--- src/rtl/irqv_pkg.sv ---
`timescale 1ns/1ps
package irqv_pkg;

  // default geometry
  localparam int SRC_N      = 15;
  localparam int VEC_W      = 16;
  localparam int VEC_STRIDE = 4;
  localparam int REG_DW     = 8;
  localparam int REG_AW     = 2;

  // register addresses
  localparam logic [REG_AW-1:0] REG_MASK_DIG = 2'd0;
  localparam logic [REG_AW-1:0] REG_MASK_SYS = 2'd1;
  localparam logic [REG_AW-1:0] REG_VEC_CLR  = 2'd2;

  // source numbering
  localparam int NUM_SUPPLY = 1;
  localparam int DIG_FIRST  = 2;
  localparam int DIG_N      = 8;
  localparam int ANA_FIRST  = 10;
  localparam int ANA_N      = 4;
  localparam int NUM_GPIO   = 14;
  localparam int NUM_SLEEP  = 15;

  // system mask bit positions
  localparam int SYS_BIT_SUPPLY = 0;
  localparam int SYS_BIT_ANA0   = 1;
  localparam int SYS_BIT_GPIO   = 5;
  localparam int SYS_BIT_SLEEP  = 6;
  localparam int SYS_USED       = 7;

  typedef struct packed {
    logic       in_sys;
    logic [2:0] pos;
  } mask_loc_t;

  // where the mask bit of a source number lives
  function automatic mask_loc_t mask_loc(input int num);
    mask_loc_t l;
    l.in_sys = 1'b1;
    l.pos    = 3'd0;
    if (num >= DIG_FIRST && num < DIG_FIRST + DIG_N) begin
      l.in_sys = 1'b0;
      l.pos    = 3'(num - DIG_FIRST);
    end else if (num == NUM_SUPPLY) begin
      l.pos = 3'(SYS_BIT_SUPPLY);
    end else if (num >= ANA_FIRST && num < ANA_FIRST + ANA_N) begin
      l.pos = 3'(SYS_BIT_ANA0 + num - ANA_FIRST);
    end else if (num == NUM_GPIO) begin
      l.pos = 3'(SYS_BIT_GPIO);
    end else if (num == NUM_SLEEP) begin
      l.pos = 3'(SYS_BIT_SLEEP);
    end
    return l;
  endfunction

  // vector address of a source number
  function automatic logic [VEC_W-1:0] vec_of(input int num);
    return VEC_W'(num * VEC_STRIDE);
  endfunction

endpackage

--- src/rtl/irqv_mask_regs.sv ---
`timescale 1ns/1ps
module irqv_mask_regs
  import irqv_pkg::*;
#(
  parameter int P_SRC_N  = SRC_N,
  parameter int P_REG_DW = REG_DW
) (
  input  logic                  clk,
  input  logic                  rst,
  input  logic                  we,
  input  logic [REG_AW-1:0]     addr,
  input  logic [P_REG_DW-1:0]   wdata,
  output logic [P_SRC_N-1:0]    src_mask
);

  logic [P_REG_DW-1:0] dig_q;
  logic [SYS_USED-1:0] sys_q;

  always_ff @(posedge clk) begin
    if (rst) begin
      dig_q <= '0;
      sys_q <= '0;
    end else if (we) begin
      if (addr == REG_MASK_DIG) dig_q <= wdata;
      if (addr == REG_MASK_SYS) sys_q <= wdata[SYS_USED-1:0];
    end
  end

  for (genvar i = 0; i < P_SRC_N; i++) begin : g_map
    localparam mask_loc_t LOC = mask_loc(i + 1);
    if (LOC.in_sys) begin : g_sys
      assign src_mask[i] = sys_q[LOC.pos];
    end else begin : g_dig
      assign src_mask[i] = dig_q[LOC.pos];
    end
  end

endmodule

--- src/rtl/irqv_pending_bank.sv ---
`timescale 1ns/1ps
module irqv_pending_bank #(
  parameter int P_SRC_N = 15
) (
  input  logic               clk,
  input  logic               rst,
  input  logic [P_SRC_N-1:0] evt,
  input  logic               clr_all,
  input  logic [P_SRC_N-1:0] retire,
  output logic [P_SRC_N-1:0] pend
);

  for (genvar i = 0; i < P_SRC_N; i++) begin : g_bit
    always_ff @(posedge clk) begin
      if (rst)                        pend[i] <= 1'b0;
      else if (evt[i])                pend[i] <= 1'b1;
      else if (clr_all || retire[i])  pend[i] <= 1'b0;
    end
  end

endmodule

--- src/rtl/irqv_prio_pick.sv ---
`timescale 1ns/1ps
module irqv_prio_pick
  import irqv_pkg::*;
#(
  parameter int P_SRC_N = SRC_N,
  parameter int P_VEC_W = VEC_W,
  localparam int NUM_W  = $clog2(P_SRC_N + 1)
) (
  input  logic [P_SRC_N-1:0] cand,
  output logic               any,
  output logic [P_SRC_N-1:0] win_oh,
  output logic [P_VEC_W-1:0] vec
);

  logic [NUM_W-1:0] win_num;

  always_comb begin
    any     = 1'b0;
    win_oh  = '0;
    win_num = '0;
    for (int i = 0; i < P_SRC_N; i++) begin
      if (cand[i] && !any) begin
        any       = 1'b1;
        win_oh[i] = 1'b1;
        win_num   = NUM_W'(i + 1);
      end
    end
  end

  assign vec = any ? P_VEC_W'(vec_of(int'(win_num))) : '0;

endmodule

--- src/rtl/irq_vector_ctrl.sv ---
`timescale 1ns/1ps
module irq_vector_ctrl
  import irqv_pkg::*;
#(
  parameter int P_SRC_N  = SRC_N,
  parameter int P_VEC_W  = VEC_W,
  parameter int P_REG_DW = REG_DW
) (
  input  logic                 clk,
  input  logic                 rst,
  input  logic [P_SRC_N-1:0]   src_evt_i,
  input  logic                 global_ie_i,
  input  logic                 reg_we_i,
  input  logic [REG_AW-1:0]    reg_addr_i,
  input  logic [P_REG_DW-1:0]  reg_wdata_i,
  input  logic                 ack_i,
  output logic                 irq_req_o,
  output logic [P_VEC_W-1:0]   irq_vec_o
);

  logic [P_SRC_N-1:0] src_mask;
  logic [P_SRC_N-1:0] pend;
  logic [P_SRC_N-1:0] cand;
  logic [P_SRC_N-1:0] win_oh;
  logic [P_SRC_N-1:0] retire;
  logic               any_req;
  logic               clr_all;   // named event: clear-register write
  logic               ack_take;  // named event: acknowledge accepted

  assign clr_all  = reg_we_i && (reg_addr_i == REG_VEC_CLR);
  assign cand     = pend & src_mask & {P_SRC_N{global_ie_i}};
  assign ack_take = ack_i && any_req;
  assign retire   = win_oh & {P_SRC_N{ack_take}};

  irqv_mask_regs #(.P_SRC_N(P_SRC_N), .P_REG_DW(P_REG_DW)) u_mask (
    .clk(clk), .rst(rst), .we(reg_we_i), .addr(reg_addr_i),
    .wdata(reg_wdata_i), .src_mask(src_mask)
  );

  irqv_pending_bank #(.P_SRC_N(P_SRC_N)) u_pend (
    .clk(clk), .rst(rst), .evt(src_evt_i), .clr_all(clr_all),
    .retire(retire), .pend(pend)
  );

  irqv_prio_pick #(.P_SRC_N(P_SRC_N), .P_VEC_W(P_VEC_W)) u_pick (
    .cand(cand), .any(any_req), .win_oh(win_oh), .vec(irq_vec_o)
  );

  assign irq_req_o = any_req;

endmodule

--- config.mk ---
export PLATFORM = sky130hd
export DESIGN_NAME = irq_vector_ctrl
export DESIGN_NICKNAME = d
export VERILOG_FILES = /design/src/rtl/irqv_pkg.sv /design/src/rtl/irqv_mask_regs.sv /design/src/rtl/irqv_pending_bank.sv /design/src/rtl/irqv_prio_pick.sv /design/src/rtl/irq_vector_ctrl.sv
export SDC_FILE = /design/constraint.sdc
export NUM_CORES = 1
export LEC_CHECK = 0
export ABC_CLOCK_PERIOD_IN_PS = 1600
export BUFFER_PORTS_ARGS = -buffer_cell sky130_fd_sc_hd__buf_4
export CORE_ASPECT_RATIO = 1.25
export CORE_MARGIN = 2
export CORE_UTILIZATION = 51
export DETAILED_ROUTE_END_ITERATION = 8
export PLACE_DENSITY = 0.82
export SETUP_SLACK_MARGIN = 0.1
export SLEW_MARGIN = 20
export SYNTH_ARGS = -nofsm -noshare
export SYNTH_HDL_FRONTEND = slang
export SYNTH_SLANG_ARGS = --single-unit
--- constraint.sdc ---
create_clock -name clk -period 1.6 [get_ports clk]
set_input_delay 0.08 -clock clk [delete_from_list [all_inputs] [get_ports clk]]
set_output_delay 0.08 -clock clk [all_outputs]
set_load 0.03 [all_outputs]
Word-level counts from Yosys, hierarchy flattened
Index checks and enable logic that the tools add are counted.
{"block": "op_classes", "add_sub_neg": 0, "mul": 0, "div": 0, "magnitude_cmp": 0, "n_eq_ne": 2, "shift": 0, "n_mux": 75, "bitwise": 3, "n_reduce_logical": 63}
{"operator": "two-way mux 1 bit", "n": 60}
{"operator": "AND 15 bit", "n": 3}
{"operator": "two-way mux 4 bit", "n": 8}
{"operator": "nonzero test 2 bit", "n": 15}
{"operator": "logical AND 1 bit", "n": 16}
{"operator": "logical OR 1 bit", "n": 15}
{"operator": "zero test 1 bit", "n": 14}
{"operator": "two-way mux 3 bit", "n": 4}
{"operator": "two-way mux 6 bit", "n": 1}
{"operator": "two-way mux 2 bit", "n": 2}
{"operator": "AND reduction 2 bit", "n": 2}
{"operator": "== test 2 x 1 -> 1 bit (second input constant)", "n": 1}
{"operator": "== test 2 bit (second input constant)", "n": 1}
{"operator": "zero test 2 bit", "n": 1}
{"block": "totals", "ff_bits": 30, "latchBits": 0, "ramBits": 0, "romBits": 0, "inputBits": 30, "out_inout_bits": 17, "wordCells": 160, "mem_count": 0}

Longest topological paths before layout
{"block": "depth", "word_depth": 50, "mapped_depth": 7, "mapped_depth_nobuf": 5}

Cells and area by module
Synthesis repeated with hierarchy kept, for this count alone.
{"block": "hier_totals", "cells_unflattened": 216, "area_unflattened_um2": 1880.6}
{"module": "irqv_mask_regs", "instances": 1, "cells_per_inst": 61, "area_each_um2": 648.1, "seq_area_each_um2": 300.3}
{"module": "irqv_pending_bank", "instances": 1, "cells_per_inst": 62, "area_each_um2": 578.1, "seq_area_each_um2": 300.3}
{"module": "irqv_prio_pick", "instances": 1, "cells_per_inst": 59, "area_each_um2": 425.4, "seq_area_each_um2": 0.0}
{"module": "irq_vector_ctrl", "instances": 1, "cells_per_inst": 34, "area_each_um2": 229.0, "seq_area_each_um2": 0.0}

Worst setup path before layout
No wires, ideal clock.
{"block": "synth_timing", "kind": "reg-to-output", "from": "register u_mask.dig_q[2]", "to": "output irq_vec_o[4]", "t_arrival_ns": 1.573, "required_ns": 1.520, "path_slack_ns": -0.053, "path_stages_with_launch": 6, "n_path_buf": 0, "path_cell_list": "dfxtp_1 a22o_1 o21ai_4 and2_4 nand2_1 o22ai_1"}
{"block": "synth_via", "elab_chain_len": 38, "elab_cells_between_ends": 50, "cone_classes": "mux (25); bitwise (2); reduce/logical (23)"}
{"element": "start: declaration", "line": "irqv_mask_regs.sv:16", "source": "logic [P_REG_DW-1:0] dig_q;"}
{"element": "start signal: assignment", "line": "irqv_mask_regs.sv:24", "source": "if (addr == REG_MASK_DIG) dig_q <= wdata;"}
{"element": "AND 15 bit (*) (2 in a row)", "line": "irq_vector_ctrl.sv:31", "source": "assign cand = pend & src_mask & {P_SRC_N{global_ie_i}};"}
{"element": "logical AND 1 bit (*)", "line": "irqv_prio_pick.sv:22", "source": "if (cand[i] && !any) begin"}
{"element": "two-way mux 1 bit", "line": "irqv_prio_pick.sv:22"}
{"element": "zero test 1 bit", "line": "irqv_prio_pick.sv:22"}
{"element": "logical AND 1 bit", "line": "irqv_prio_pick.sv:22"}
{"element": "two-way mux 1 bit", "line": "irqv_prio_pick.sv:22"}
{"element": "zero test 1 bit", "line": "irqv_prio_pick.sv:22"}
{"element": "logical AND 1 bit", "line": "irqv_prio_pick.sv:22"}
{"element": "[21 not listed]"}
{"element": "two-way mux 1 bit", "line": "irqv_prio_pick.sv:22"}
{"element": "zero test 1 bit", "line": "irqv_prio_pick.sv:22"}
{"element": "logical AND 1 bit", "line": "irqv_prio_pick.sv:22"}
{"element": "two-way mux 1 bit", "line": "irqv_prio_pick.sv:22"}
{"element": "zero test 1 bit", "line": "irqv_prio_pick.sv:22"}
{"element": "logical AND 1 bit", "line": "irqv_prio_pick.sv:22"}
{"element": "two-way mux 4 bit / two-way mux 1 bit (equally long branches)", "line": "irqv_prio_pick.sv:22"}
{"element": "two-way mux 6 bit (*)", "line": "irqv_prio_pick.sv:30", "source": "assign vec = any ? P_VEC_W'(vec_of(int'(win_num))) : '0;"}
{"element": "end: declaration", "line": "irq_vector_ctrl.sv:18", "source": "output logic [P_VEC_W-1:0] irq_vec_o"}
Every way passes the cells marked *; elsewhere a longest branch is shown, timed or not.

Worst setup path after layout
{"block": "layout_timing", "from": "register u_mask.dig_q[2]", "to": "output irq_vec_o[2]"}
The elaborated chain is that of the path after synthesis.

==> impl_metrics.tcl <==
set metrics [dict create \
    status "complete, but fails checks" \
    violations "setup timing" \
    final_nets 270 \
    postLayoutCoreUtil_pct 68.17 \
    wl_per_cell_um 15.16 \
    io_pins 47 \
    start_util_pct 52.37 \
    r2r_start "u_mask.dig_q[2]" \
    drive_above_1_share_pct 35.83 \
    grt_pass1_vias 1504 \
    port_buffers 34 \
    antenna_found_initial 0 \
    reg2reg_slack_ps 10 \
    fmax_ghz 0.5676 \
    cts_hold_buf 0 \
    synth_area_um2 1643 \
    cts-htree-levels 2 \
    reg2regPathDepth 7 \
    hold_class "input port to flop" \
    first_iter_violations 48 \
    regToRegEndpoint "u_pend.pend[13]" \
    drc_errors 0 \
    power_density_nw_per_um2 808.2 \
    syn_avg_cell_area_um2 8.738 \
    rsz0062_at_grt "yes" \
    cts_tree "yes" \
    worst_setup_path_end_kind "output port" \
    synth.most_common_cell "dfxtp_1" \
    finalSetupViolCount 4 \
    finalHoldViolations 0 \
    syn_inst 188 \
    tightest_slew_ps 551.0 \
    critPathRequiredTime_ps 1520 \
    die_h_um 67.46 \
    rows 23 \
    cp_max_fo 5 \
    setup_ws_ps -161.7 \
    finClkSkew_ps 6.827 \
    cts_sinks 30 \
    synth_area_leaders "dfxtp_1 (37%), mux2i_1 (9.1%), nor2_1 (5.9%)" \
    holdWs_ps 4.907 \
    synth_largest_area_cell "dfxtp_1" \
    core_area_um2 3137 \
    ir_drop_uv 624.3 \
    die_area_um2 3694 \
    floorplan.die.width_um 54.77 \
    yosysWarnings 0 \
    routed_via_density 5.859 \
    slew_headroom_pct 63.15 \
    critPathLaunchType "flop" \
    gp_congestion 0.8086 \
    synth_top_area_share_pct 36.56 \
    p_leak_nw 0.9595 \
    synth-edff-count 0 \
    numCtsBuffers 5 \
    drt_wl_total_um 4198 \
    clk_pin_slew_ps 60 \
    maxSlewViolCount 0 \
    synth.ff_latch_count 30 \
    fin_crit_ps 1762 \
    crit_type "flop to output port" \
    diodes 0 \
    ant_nets 0 \
    maxCapViolations 0 \
    async_flop_share_pct 0 \
    holdPathStages 3 \
    synth_common_cells "dfxtp_1 (30), nor2_1 (26), mux2i_1 (15)" \
    clkLatencyLatePin_ps 280 \
    hpwlAfterDp_um 2820 \
    finalPower_mw 1.728 \
    via_count 1623 \
    globalRouteOverflowTotal 0 \
    syn_to_final_growth_pct 30.16 \
    min-delay-start "src_evt_i[4]" \
    synth_cell_types 46 \
    synth-seq-area-share_pct 36.56 \
    ys.flop_type "dfxtp_1" \
    grt_max_degree 32 \
    cts_root_buffer "clkbuf_8" \
    grt_use_total_pct 24.24 \
    whs_endpoint "u_pend.pend[4]" \
    grt_first_pass_wirelength_um 6458 \
    arrival_ps 1680 \
    cts.path.max_buffers 2 \
    first_pass_iters 4 \
    finalCritPeriodShare_pct 110.1 \
]
-- logic make-up after synthesis --
group           after synthesis  synth area share [%]
mux                          15                 9.139
other cells                   1                0.2283
flops                        30                 36.56
compound gates               44                 20.34
simple gates                 73                 23.31
buf+inv                      25                 10.43
-- critical path, cell delays in order, from the launching register on --
cell and delay [ps]:
dfxtp_2 320, a22o_1 270, o21ai_4 210, and4_4 260
nand2_2 50, o211ai_1 100, buf_4 200
-- worst max path at each step --
stage                          from  slack (ps)  cells after the start      endpoint
floorplan            u_pend.pend[3]          60                      4  irq_vec_o[2]
detailed placement   u_pend.pend[3]          90                      6  irq_vec_o[5]
global route        u_mask.dig_q[2]        -240                      6  irq_vec_o[2]
global placement     u_pend.pend[3]         110                      6  irq_vec_o[5]
CTS                  u_pend.pend[5]        -130                      6  irq_vec_o[2]
finish              u_mask.dig_q[2]        -160                      6  irq_vec_o[2]
-- power breakdown --
group	internal (mW)	total (mW)	switching, mW
Clock	0.298	0.558	0.260
Sequential	0.790	0.821	0.0303
Combinational	0.161	0.350	0.189
-- metrics by stage --
stage,setup TNS [ps],cell area (µm²),std cells,setup slack (ps)
4_1_cts,-405.3,2101,275,-125.7
3_5_place_dp,0,1941,263,92.33
3_3_place_gp,0,1941,263,114.3
2_1_floorplan,0,1690,199,58.78
6_report,-497.4,2138,277,-161.7
5_1_grt,-824.6,2138,277,-238.8
-- flip-flops by register name, indices dropped and copies added, names as in the netlist --
signal        flops
u_pend.pend      15
u_mask.dig_q      8
u_mask.sys_q      7
-- layout by cell type, fill, tap and decap left out, drive strengths merged, types with 2 or more instances in the layout --
cell / n
buf: 55
dfxtp: 30
nor2: 26
mux2i: 15
a31oi: 13
nand2: 13
conb: 12
nand3: 10
a21oi: 9
clkbuf: 7
nand4: 6
a22o: 6
o21ai: 5
and2: 5
inv: 4
nand3b: 3
and3: 3
nor3b: 2
and4: 2
a311oi: 2
-- layout make-up --
class	instances	area, µm²
Clock buffer	7	76.32
Fill cell	253	998.5
Inverter	4	15.01
Multi-Input combinational cell	144	958.4
Sequential cell	30	606.8
Tap cell	37	46.29
Timing Repair Buffer	55	435.4
-- repair_timing --
item                                    in CTS  in global routing
endpoints found under the setup margin       5                 14
pin swaps                                   10                  9
setup buffers                                5                  2
gates cloned                                 0                  0
resized for setup                           12                  8
-- layer usage --
layer | vias up | wire length (µm) | GRT usage [%] | share of wire, %
li1 | 764 | - | - | -
met1 | 780 | 1744 | 27.06 | 42
met2 | 61 | 2088 | 40.77 | 50
met3 | 18 | 230 | 6.195 | 5.5
met4 | 0 | 134 | 13.13 | 3.2
met5 | - | 0 | 0 | 0
Power figures use the tool's default switching activity.
